$ cat src/rtl/pal_seq_pkg.sv
// Shared definitions for the field capture sequencer.
// Assumes the three sync inputs are gathered into one vector at the indices below.
package pal_seq_pkg;
    localparam int SYNC_N    = 3;
    localparam int IDX_FIELD = 0;
    localparam int IDX_VREF  = 1;
    localparam int IDX_HREF  = 2;

    // Per-signal view: registered level plus edge flags for the same cycle.
    typedef struct packed {
        logic lvl;
        logic rise;
        logic fall;
    } sync_ev_t;
endpackage

$ cat src/rtl/pal_sync_edges.sv
// Registers each sync input once, keeps its previous value, and reports
// the level together with rise and fall flags.
// Assumes the inputs are already synchronous to clk (decoder pixel clock).
module pal_sync_edges
    import pal_seq_pkg::*;
#(
    parameter int N = SYNC_N
) (
    input  logic                 clk,
    input  logic                 rst_n,
    input  logic [N-1:0]         raw,
    output sync_ev_t [N-1:0]     ev
);
    for (genvar i = 0; i < N; i++) begin : g_sync
        logic stage_q;
        logic prev_q;

        // Capture the raw level and keep one cycle of history.
        always_ff @(posedge clk) begin
            if (!rst_n) begin
                stage_q <= 1'b0;
                prev_q  <= 1'b0;
            end else begin
                stage_q <= raw[i];
                prev_q  <= stage_q;
            end
        end

        // Level, rising edge and falling edge for this cycle.
        assign ev[i] = {stage_q, stage_q & ~prev_q, ~stage_q & prev_q};
    end
endmodule

$ cat src/rtl/pal_line_tracker.sv
// Counts lines from the last field-flag rise, remembers whether any frame
// has started since reset, and alternates the store/compare role.
// Outputs are the values for the current sample: a frame start in this
// cycle already takes effect, while an href fall only counts from the next one.
module pal_line_tracker #(
    parameter int LINE_W = 10
) (
    input  logic              clk,
    input  logic              rst_n,
    input  logic              field_rise,
    input  logic              href_fall,
    output logic [LINE_W-1:0] cnt_eff,
    output logic              armed_eff,
    output logic              store_eff
);
    logic [LINE_W-1:0] cnt_q;
    logic              armed_q;
    logic              role_q;

    // Values seen by the current sample.
    always_comb begin
        cnt_eff   = field_rise ? '0 : cnt_q;
        armed_eff = armed_q | field_rise;
        store_eff = field_rise ? ~role_q : role_q;
    end

    // Advance the count on an href fall and keep the frame state.
    always_ff @(posedge clk) begin
        if (!rst_n) begin
            cnt_q   <= '0;
            armed_q <= 1'b0;
            role_q  <= 1'b0;
        end else begin
            cnt_q   <= href_fall ? cnt_eff + 1'b1 : cnt_eff;
            armed_q <= armed_eff;
            role_q  <= store_eff;
        end
    end


    armed_after_rise_chk: assert property (@(posedge clk) disable iff (!rst_n)
        field_rise |=> armed_q);


    count_hold_chk: assert property (@(posedge clk) disable iff (!rst_n)
        !field_rise && !href_fall && !$past(field_rise) |=> cnt_q == $past(cnt_q));
endmodule

$ cat src/rtl/pal_phase_tracker.sv
// Follows the chroma/luma alternation of the interleaved sample stream.
// The first sample of every href-high run is taken as chroma and the phase
// toggles on each sample after it. luma is forced low while href is low.
module pal_phase_tracker (
    input  logic clk,
    input  logic rst_n,
    input  logic href_lvl,
    input  logic href_rise,
    output logic luma
);
    logic ph_q;
    logic ph_eff;

    // Phase for the current sample: restart at an href rise, else toggle.
    always_comb begin
        ph_eff = href_rise ? 1'b0 : ~ph_q;
        luma   = href_lvl & ph_eff;
    end

    // Keep the phase for the next sample.
    always_ff @(posedge clk) begin
        if (!rst_n) ph_q <= 1'b0;
        else        ph_q <= ph_eff;
    end


    run_start_chroma_chk: assert property (@(posedge clk) disable iff (!rst_n)
        href_rise |-> !luma);
endmodule

$ cat src/rtl/pal_field_sequencer.sv
// Capture sequencer for 4:2:2 PAL decoder output. Frames start on a rising
// field flag. Luma samples on odd lines within vref are marked valid, and
// frames take turns as store and compare frames.
// Assumes all inputs are synchronous to the pixel clock. Outputs lag the
// inputs by two clock edges and sample_out is aligned with them.
module pal_field_sequencer
    import pal_seq_pkg::*;
#(
    parameter int DATA_W = 8,
    parameter int LINE_W = 10
) (
    input  logic              clk,
    input  logic              rst_n,
    input  logic              field_odd,
    input  logic              vref,
    input  logic              href,
    input  logic [DATA_W-1:0] sample_in,
    output logic [DATA_W-1:0] sample_out,
    output logic              sample_valid,
    output logic              luma_phase,
    output logic              line_lsb,
    output logic [LINE_W-1:0] line_count,
    output logic              frame_start,
    output logic              store_field,
    output logic              compare_field
);
    logic [SYNC_N-1:0]    raw;
    sync_ev_t [SYNC_N-1:0] ev;
    logic [DATA_W-1:0]    data_a;
    logic [LINE_W-1:0]    cnt_eff;
    logic                 armed_eff;
    logic                 store_eff;
    logic                 luma;
    logic                 valid_c;

    // Gather the sync inputs at their package indices.
    always_comb begin
        raw            = '0;
        raw[IDX_FIELD] = field_odd;
        raw[IDX_VREF]  = vref;
        raw[IDX_HREF]  = href;
    end

    pal_sync_edges #(.N(SYNC_N)) u_edges (
        .clk   (clk),
        .rst_n (rst_n),
        .raw   (raw),
        .ev    (ev)
    );

    pal_line_tracker #(.LINE_W(LINE_W)) u_lines (
        .clk        (clk),
        .rst_n      (rst_n),
        .field_rise (ev[IDX_FIELD].rise),
        .href_fall  (ev[IDX_HREF].fall),
        .cnt_eff    (cnt_eff),
        .armed_eff  (armed_eff),
        .store_eff  (store_eff)
    );

    pal_phase_tracker u_phase (
        .clk       (clk),
        .rst_n     (rst_n),
        .href_lvl  (ev[IDX_HREF].lvl),
        .href_rise (ev[IDX_HREF].rise),
        .luma      (luma)
    );

    // Capture the sample bus in step with the sync levels.
    always_ff @(posedge clk) begin
        if (!rst_n) data_a <= '0;
        else        data_a <= sample_in;
    end

    // Qualify luma samples on odd lines inside vref of an armed frame.
    always_comb begin
        valid_c = armed_eff & ev[IDX_VREF].lvl & luma & cnt_eff[0];
    end

    // Register every output so that all of them line up with sample_out.
    always_ff @(posedge clk) begin
        if (!rst_n) begin
            sample_out    <= '0;
            sample_valid  <= 1'b0;
            luma_phase    <= 1'b0;
            line_lsb      <= 1'b0;
            line_count    <= '0;
            frame_start   <= 1'b0;
            store_field   <= 1'b0;
            compare_field <= 1'b0;
        end else begin
            sample_out    <= data_a;
            sample_valid  <= valid_c;
            luma_phase    <= luma;
            line_lsb      <= cnt_eff[0];
            line_count    <= cnt_eff;
            frame_start   <= ev[IDX_FIELD].rise;
            store_field   <= armed_eff & store_eff;
            compare_field <= armed_eff & ~store_eff;
        end
    end


    fs_single_chk: assert property (@(posedge clk) disable iff (!rst_n)
        frame_start |=> !frame_start);


    fs_line_zero_chk: assert property (@(posedge clk) disable iff (!rst_n)
        frame_start |-> line_count == '0);


    luma_alt_chk: assert property (@(posedge clk) disable iff (!rst_n)
        luma_phase |=> !luma_phase);


    valid_qual_chk: assert property (@(posedge clk) disable iff (!rst_n)
        sample_valid |-> luma_phase && line_lsb);


    valid_armed_chk: assert property (@(posedge clk) disable iff (!rst_n)
        sample_valid |-> store_field || compare_field);


    role_excl_chk: assert property (@(posedge clk) disable iff (!rst_n)
        !(store_field && compare_field));


    role_flip_chk: assert property (@(posedge clk) disable iff (!rst_n)
        frame_start && $past(store_field) |-> compare_field);
endmodule

$ cat config.mk
export PLATFORM = sky130hd
export DESIGN_NAME = pal_field_sequencer
export DESIGN_NICKNAME = d
export VERILOG_FILES = /design/src/rtl/pal_seq_pkg.sv /design/src/rtl/pal_sync_edges.sv /design/src/rtl/pal_line_tracker.sv /design/src/rtl/pal_phase_tracker.sv /design/src/rtl/pal_field_sequencer.sv
export SDC_FILE = /design/constraint.sdc
export NUM_CORES = 1
export LEC_CHECK = 0
export ABC_AREA = 1
export BUFFER_PORTS_ARGS = -buffer_cell sky130_fd_sc_hd__clkbuf_2
export CORE_MARGIN = 3
export CORE_UTILIZATION = 35
export CTS_BUF_LIST = sky130_fd_sc_hd__clkbuf_8
export DETAILED_ROUTE_END_ITERATION = 7
export PLACE_DENSITY_LB_ADDON = 0.12
export SKIP_LAST_GASP = 1
export SYNTH_ARGS = -nofsm -noshare
export SYNTH_HDL_FRONTEND = slang
export SYNTH_SLANG_ARGS = --single-unit
$ cat constraint.sdc
create_clock -name clk -period 2.1 [get_ports clk]
set_input_delay 0.105 -clock clk [delete_from_list [all_inputs] [get_ports clk]]
set_output_delay 0.105 -clock clk [all_outputs]
set_load 0.005 [all_outputs]
==> results of run 1 <==
-- cell type report --
class	instances	share of cell area
inverter	43	0.0770
multi-input combinational	99	0.229
clock buffer	5	0.0328
timing repair buffer	48	0.142
tap	52	0.0310
sequential	49	0.468
clock inverter	3	0.0209
-- cell families (layout without fill, tap and decap cells) --
family	count (synthesis)	after routing	share of synthesized area
xor gates and xnor gates	1	1	0.00529
AOI/OAI and AO/OA	13	13	0.0423
adders and majority gates	1	1	0.00755
buffers and inverters	49	99	0.119
DFF	49	49	0.592
and+or+nand+nor	84	84	0.234
-- metrics by stage --
| step | worst slack, ns | power, W | hold WS (ns) | utilization | area (um2) |
|---|---|---|---|---|---|
| 2_1_floorplan | 0.615 | 0.00104 | 0.203 | - | 1660 |
| 3_3_place_gp | 0.449 | 0.00107 | 0.286 | 0.419 | 1870 |
| 3_5_place_dp | 0.425 | 0.00107 | 0.290 | 0.419 | 1870 |
| 4_1_cts | 0.405 | 0.00177 | 0.265 | 0.469 | 2100 |
| 5_1_grt | 0.195 | 0.00182 | 0.285 | 0.469 | 2100 |
| 6_report | 0.422 | 0.00173 | 0.270 | 0.469 | 2100 |
-- final timing paths --
kind | cells after the start | from | to | slack (ns)
setup / recovery | 12 | u_edges.g_sync[0].prev_q$_SDFF_PN0_ | u_lines.cnt_q[8]$_SDFF_PN0_ | 0.42
hold reg to reg | 1 | u_edges.g_sync[0].prev_q$_SDFF_PN0_ | frame_start$_SDFF_PN0_ | 0.41
setup reg to reg | 12 | u_edges.g_sync[0].prev_q$_SDFF_PN0_ | u_lines.cnt_q[8]$_SDFF_PN0_ | 0.42
hold / removal | 4 | rst_n | u_edges.g_sync[1].stage_q$_SDFF_PN0_ | 0.27
-- state kept, by name, summed over array words and instances (netlist names), 2 cells and up --
register,cells
line_count,10
u_lines.cnt_q,10
sample_out,8
data_a,8
u_edges.g_sync.stage_q,3
u_edges.g_sync.prev_q,2
-- metal layers --
| layer | vias up | wire length, um | GRT usage | part of all wire |
|---|---|---|---|---|
| met5 | - | 0 | 0 | 0 |
| met4 | 0 | 61 | 0.0593 | 0.022 |
| met3 | 5 | 140 | 0.0561 | 0.051 |
| met2 | 25 | 1230 | 0.181 | 0.45 |
| met1 | 536 | 1320 | 0.144 | 0.48 |
| li1 | 681 | - | - | - |
-- report_power, final --
part           leakage (nW)  switching, W  internal (W)
combinational         0.636     0.0000521     0.0000458
clock                0.0585      0.000311      0.000357
sequential            0.401    0.00000942      0.000958
total                  1.10      0.000372       0.00136
-- cell usage in the layout, fill, tap and decap left out, types with 2 or more instances in the layout --
cell | netlist | final
dfxtp_1 | 49 | 49
inv_1 | 41 | 41
nand2_1 | 38 | 38
clkbuf_2 | 0 | 36
nor2_1 | 25 | 25
dlygate4sd3_1 | 0 | 11
nor3_1 | 7 | 7
o21ai_0 | 6 | 6
a21oi_1 | 5 | 5
clkbuf_8 | 0 | 5
nand3_1 | 3 | 3
nand4_1 | 3 | 3
nand2_2 | 2 | 2
nor2_2 | 2 | 2
-- worst max-delay path, stage by stage, from the launching register on --
cell and delay, ns:
dfxtp_1 0.34, inv_1 0.06, nand2_2 0.21, nand2_1 0.15, inv_1 0.08, ha_1 0.15, inv_1 0.04, nor2_1 0.11
nand3_2 0.11, nor2_1 0.14, nand4_1 0.10, nand2_1 0.07, nor2_1 0.04
==> impl_metrics.ini, run 1 <==
[status]
status = complete, no violations

[drt]
postRouteWirelength_mm = 2.76
detail-route-antenna-nets = 0
first_pass_iters = 4
drt-initial-drc-count = 60
via_count = 1247
avgViaCountPerCell = 4.17
wl_per_cell_um = 9.23
drc_errors = 0

[clock_network]
cts_setup_buffers = 0
postCtsHoldBufs = 11
cts.path.max_buffers = 2
cts_tree = built
cts.repair.resized = 0
clkLatencyLatePin_ns = 0.30
cts_sinks = 49
clk_pin_slew_ns = 0.09
numCtsBuffers = 5
root_buffer = clkbuf_8
htreeDepth = 2

[synth]
avgSynthCellArea_um2 = 8.41
synth_area_mm2 = 0.00166
synthArstFlopShare = 0
netlist_top_cells_area = dfxtp_1 (59%), inv_1 (9.3%), nand2_1 (8.6%)
synth_nets = 211
synth_flop_cell = dfxtp_1
synth_edf_count = 0
synth_largest_area_cell = dfxtp_1
yosysMostFrequentCell = dfxtp_1
ys_warn_count = 0
synthTopCellsByCount = dfxtp_1 (49), inv_1 (41), nand2_1 (38)
syn_inst = 197
synth_top_area_frac = 0.592
yosysSeqAreaShare = 0.592
synth.distinct_cells = 25
ys_ff_latch = 49

[timing]
worst_pin_slew_ns = 0.467
rsz0062_at_grt = false
finalCritPeriodShare = 0.799
finalHoldViolations = 0
finalCriticalPeriod_ns = 1.68
maxSlewHeadroom = 0.687
setup_tns_ns = 0
finalClockSkew_ns = 0.00873
setup_viol = 0
clock.fmax_mhz = 596
slew_violations = 0

[finish]
layout.nets = 260
multi_input_area_um2 = 479
drive_above_1_share = 0.219
antennaDiodeCount = 0
regArea_um2 = 981
area_growth_pct = 26.6
fill_cells = 455
finalNonFillerCells = 299

[global_route]
grt_max_degree = 30
grt_overflow_total = 0
grt_pass1_wl_mm = 4.95
grt_pass1_vias = 1117
grt_usage = 0.120
antenna_found_initial = 0

[pwr]
leakagePower_nw = 1.10
power.density_mw_per_mm2 = 826
ir_worst_vdd_uv = 470

[place]
place_congestion = 0.785
dpl.hpwl_mm = 1.84
dp.cells = 280
io_buffers = 36

[die]
die_area_mm2 = 0.00559
die_w_um = 74.8
start_util = 0.370
rows = 24
die_y_um = 74.8
coreArea_mm2 = 0.00447
num_io_pins = 37

[worst_setup_path]
cp.arrival_ns = 1.89
critPathLaunchType = register
crit_fanout = 11
worst_setup_path_end_kind = register
crit_required_ns = 2.31
crit_type = register to register

[worst_hold_path]
min_path_type = primary input to register

[run]
maxCapViolations = 0
(Power assumes the default switching activity.)
==> inputs of run 2 (changes only) <==
- clock period: 2.1 -> 1.5 ns (I/O delays scaled with it)
==> run 2 against run 1 <==
Clock skew shrank 0.0033 ns. Sequential power grew 41%. Final area grew 4.7%. Combinational power grew 63%.
==> impl_metrics.ini, run 2 (synthesis gave the netlist of run 1 again) <==
[status]
status = complete, no violations

[finish]
layout_common_cells = dfxtp_1 (48), inv_1 (38), nand2_1 (36), clkbuf_2 (36), nor2_1 (23)
fill_cells = 433
regArea_um2 = 982
layout_commonest_cell = dfxtp_1
drive_above_1_share = 0.276
top_regs = line_count x10, u_lines.cnt_q x10
multi_input_area_um2 = 517
area_growth_pct = 32.5
stdcell_area_mm2 = 0.00219
antennaDiodeCount = 0
layout.nets = 267
finalNonFillerCells = 306

[drt]
first_pass_iters = 4
detail-route-antenna-nets = 0
drt-initial-drc-count = 45
postRouteWirelength_mm = 2.97
drc_errors = 0
wl_per_cell_um = 9.70
avgViaCountPerCell = 4.21
via_count = 1288

[clock_network]
htreeDepth = 2
root_buffer = clkbuf_8
numCtsBuffers = 5
cts_tree = built
cts_sinks = 49
clk_pin_slew_ns = 0.08
clkLatencyLatePin_ns = 0.29
cts.path.max_buffers = 2

[worst_setup_path]
worstSetupPathDepth = 8
cp_common_cell = buf_4
crit_required_ns = 1.70
cpLargestDelayFamily = simple AND/OR/NAND/NOR gates
regToRegEndpoint = u_lines.cnt_q[9]$_SDFF_PN0_
critPathLaunchType = register
reg2reg_depth = 8
timing.critical_path.buf_inv = 2
crit_type = register to register
worst_setup_path_end_kind = register
cp_slowest_cell = dfxtp_1
rrSetupSlack_ns = 0.09
cp-startpoint = u_edges.g_sync[0].stage_q$_SDFF_PN0_
slowest_delay_ns = 0.36
regToRegStartpoint = u_edges.g_sync[0].stage_q$_SDFF_PN0_
crit_fanout = 4
cp-endpoint = u_lines.cnt_q[9]$_SDFF_PN0_
crit_chain = nand2_4 > buf_4 > buf_4 > nand4_4 > nor2_4 > nand2_1 > o21ai_0 > nor2_1
cp.arrival_ns = 1.60

[run]
maxCapViolations = 0

[die]
start_util = 0.370
num_io_pins = 37
rows = 24
coreArea_mm2 = 0.00447
die_area_mm2 = 0.00559
die_w_um = 74.8
die_y_um = 74.8

[timing]
whs_ns = 0.0324
finalCriticalPeriod_ns = 1.41
setup_viol = 0
finalCritPeriodShare = 0.937
worst_pin_slew_ns = 0.335
finalHoldViolations = 0
rsz0062_at_grt = true
slew_violations = 0
clock.fmax_mhz = 712
finalClockSkew_ns = 0.00547
maxSlewHeadroom = 0.776

[global_route]
grt_overflow_total = 0
grt_usage = 0.120
grt_pass1_vias = 1175
grt_max_degree = 30
antenna_found_initial = 0
grt_pass1_wl_mm = 4.97

[pwr]
power.density_mw_per_mm2 = 1120
leakagePower_nw = 1.13
ir_worst_vdd_uv = 672
finalPower_w = 0.00246

[place]
dp.cells = 285
place_congestion = 0.785
io_buffers = 36
placed_area_mm2 = 0.00191
dpl.hpwl_mm = 1.98

[worst_hold_path]
min_path_type = primary input to register
==> run 2: changes by cell type in the layout (fill, tap and decap cells not counted), sizes merged <==
cell,change
buf,+7
clkinv,-1
clkbuf,+1
==> run 2: power by group <==
| group | total [W] | internal (W) | switching (W) |
|---|---|---|---|
| Combinational | 0.000159 | 0.0000779 | 0.0000814 |
| Clock | 0.000942 | 0.000537 | 0.000405 |
| Sequential | 0.00136 | 0.00134 | 0.0000152 |
| Total | 0.00246 | 0.00196 | 0.000502 |
==> run 2: timing repair <==
item | in CTS | in global routing
hold buffers | 11 | 0
endpoints found under the setup margin | 2 | 3
hold endpoints to repair | 11 | 0
gates resized for setup | 1 | 14
pin swaps | 0 | 5
setup buffers | 0 | 2
==> run 2: how the worst min path moves through the flow <==
stage	from	slack, ns	end	depth (start not counted)
2_1_floorplan	sample_in[0]	0.17	data_a[0]$_SDFF_PN0_	2
3_3_place_gp	sample_in[5]	0.26	data_a[5]$_SDFF_PN0_	3
3_5_place_dp	sample_in[0]	0.26	data_a[0]$_SDFF_PN0_	3
4_1_cts	rst_n	0.02	line_count[1]$_SDFF_PN0_	3
5_1_grt	rst_n	0.04	line_count[1]$_SDFF_PN0_	3
6_report	rst_n	0.03	line_count[1]$_SDFF_PN0_	3
==> run 2: layout make-up <==
type                       count  area share
clock buffer                   6      0.0376
clock inverter                 2      0.0154
tap                           52      0.0296
multi-input combinational     99       0.235
inverter                      43      0.0747
timing repair buffer          55       0.160
sequential                    49       0.448
==> run 2: layer usage <==
layer / up-vias / share of wire / global-route usage
li1: 696 / - / -
met1: 560 / 0.47 / 0.141
met2: 25 / 0.47 / 0.190
met3: 7 / 0.035 / 0.0374
met4: 0 / 0.022 / 0.0711
met5: - / 0 / 0
==> run 2: metrics by stage <==
step                      worst slack (ns)  TNS, ns  utilization
after floorplan                     0.0148        0            -
after global placement              0.0684        0        0.427
after detailed placement           0.00266        0        0.427
after CTS                          0.00793        0        0.478
after global routing               -0.0384  -0.0906        0.490
final                               0.0946        0        0.490
==> run 2: worst register-to-register path, cell delays in order (launching register included) <==
cell and delay, ns:
dfxtp_1 0.36, nand2_4 0.12, buf_4 0.12, buf_4 0.13, nand4_4 0.14, nor2_4 0.16
nand2_1 0.08, o21ai_0 0.15, nor2_1 0.05
==> inputs of run 3 (changes only) <==
- CORE_ASPECT_RATIO: default -> 0.6
- REMOVE_ABC_BUFFERS: default -> 1
==> run 3 against run 2 <==
Clock skew about the same. Routed wire length down 3.1%. Sequential share of layout area up 0.67 points. Core utilization up 0.95 points. Critical path depth up 3. Highest routed layer unchanged. Combinational power down 3%. Maximum frequency up 2.2%. Power down 9.4%. Critical endpoint is now u_lines.cnt_q[6]$_SDFF_PN0_. Final area down 1.5%. Largest cell class unchanged. Sequential power about the same. Worst hold slack better by 0.12 ns.
==> impl_metrics.ini, run 3 (synthesis gave the netlist of run 1 again) <==
[status]
status = complete, no violations

[timing]
maxSlewHeadroom = 0.796
finalCritPeriodShare = 0.917
finalClockSkew_ns = 0.00564
whs_ns = 0.148
worst_pin_slew_ns = 0.305
setup_viol = 0
finalCriticalPeriod_ns = 1.38
finalHoldViolations = 0
clock.fmax_mhz = 727
rsz0062_at_grt = true
slew_violations = 0

[worst_setup_path]
reg2reg_depth = 11
worst_setup_path_end_kind = register
crit_chain = inv_2 > nand2_4 > nand2_2 > inv_2 > ha_4 > inv_1 > nor2_2 > nand3_2 > nor2_2 > nor2_1 > nor3_1
crit_fanout = 4
critPathLaunchType = register
slowest_delay_ns = 0.34
crit_type = register to register
crit_required_ns = 1.72
cp.arrival_ns = 1.60
cp_slowest_cell = dfxtp_2

[pwr]
ir_worst_vdd_uv = 579
leakagePower_nw = 1.11
finalPower_w = 0.00223
power.density_mw_per_mm2 = 1030

[die]
num_io_pins = 37
die_w_um = 94.8
die_area_mm2 = 0.00562
coreArea_mm2 = 0.00432
rows = 18
start_util = 0.383
die_y_um = 59.3

[global_route]
grt_max_degree = 30
grt_pass1_vias = 1076
grt_usage = 0.110
grt_overflow_total = 0
antenna_found_initial = 0
grt_pass1_wl_mm = 4.76

[finish]
drive_above_1_share = 0.277
antennaDiodeCount = 0
finalNonFillerCells = 313
layout.nets = 266
area_growth_pct = 30.5
layout_commonest_cell = dfxtp_1
top_regs = line_count x10, u_lines.cnt_q x10
layout_common_cells = dfxtp_1 (48), inv_1 (39), clkbuf_2 (36)
stdcell_area_mm2 = 0.00216

[place]
dpl.hpwl_mm = 2.03
place_congestion = 0.780
dp.cells = 293
io_buffers = 36
placed_area_mm2 = 0.00192

[clock_network]
root_buffer = clkbuf_8
cts_sinks = 49
htreeDepth = 2
numCtsBuffers = 5
clkLatencyLatePin_ns = 0.29
cts.path.max_buffers = 2
cts_tree = built
clk_pin_slew_ns = 0.09

[drt]
first_pass_iters = 4
detail-route-antenna-nets = 0
drt-initial-drc-count = 19
wl_per_cell_um = 9.19
postRouteWirelength_mm = 2.88
via_count = 1231
avgViaCountPerCell = 3.93
drc_errors = 0

[run]
maxCapViolations = 0

[worst_hold_path]
min_path_type = primary input to register
hold_path_depth = 3
[run 3: changes by cell type in the layout (fill, tap and decap cells not counted), sizes merged]
cell / previous run / this run
clkinv: 1 / 3
bufinv: 1 / 0
clkbuf: 42 / 41
buf: 8 / 7
[run 3: through the flow]
step | utilization | setup TNS [ns] | setup WS, ns
2_1_floorplan | - | 0 | 0.000388
3_3_place_gp | 0.444 | 0 | 0.0260
3_5_place_dp | 0.444 | 0 | 0.0156
4_1_cts | 0.489 | 0 | 0.0111
5_1_grt | 0.500 | -0.0637 | -0.0369
6_report | 0.500 | 0 | 0.125
[run 3: what timing repair did]
item | 4_1_cts | 5_1_grt
endpoints found under the hold margin | 11 | 0
setup buffers | 0 | 1
setup endpoints to repair | 0 | 6
hold buffers | 11 | 0
resized for setup | 0 | 14
[run 3: layer usage]
metal,share of wire,global-route usage
met4,0.0045,0.0308
met1,0.56,0.160
met3,0.047,0.0406
met5,0,0
met2,0.39,0.152
[run 3: cell type report]
type	instances	area, um2
well taps	60	75.1
flip-flops and latches	49	982
multi-input cells	99	514
repair buffers	54	347
fillers	428	2160
clock inverters	3	13.8
inverters	43	161
clock buffers	5	68.8
[run 3: final timing paths]
| check | from | to | slack, ns |
|---|---|---|---|
| worst max-delay path | u_edges.g_sync[0].prev_q$_SDFF_PN0_ | u_lines.cnt_q[6]$_SDFF_PN0_ | 0.12 |
| worst min-delay path | rst_n | line_count[8]$_SDFF_PN0_ | 0.15 |
| worst max register to register | u_edges.g_sync[0].prev_q$_SDFF_PN0_ | u_lines.cnt_q[6]$_SDFF_PN0_ | 0.12 |
| worst min register to register | data_a[7]$_SDFF_PN0_ | sample_out[7]$_SDFF_PN0_ | 0.41 |
[run 3: critical path: cells and delay by family (launching register included)]
| kind | cells | cell delay (ns) |
|---|---|---|
| AND/OR/NAND/NOR | 7 | 0.67 |
| flip-flops | 1 | 0.34 |
| buffers and inverters | 3 | 0.16 |
| adder cells (fa/ha/maj) | 1 | 0.13 |
[run 3: power by group]
group	switching (W)	leakage, nW	internal [W]
Sequential	0.0000150	0.401	0.00134
Combinational	0.0000779	0.661	0.0000762
Clock	0.000399	0.0491	0.000317
Total	0.000492	1.11	0.00173
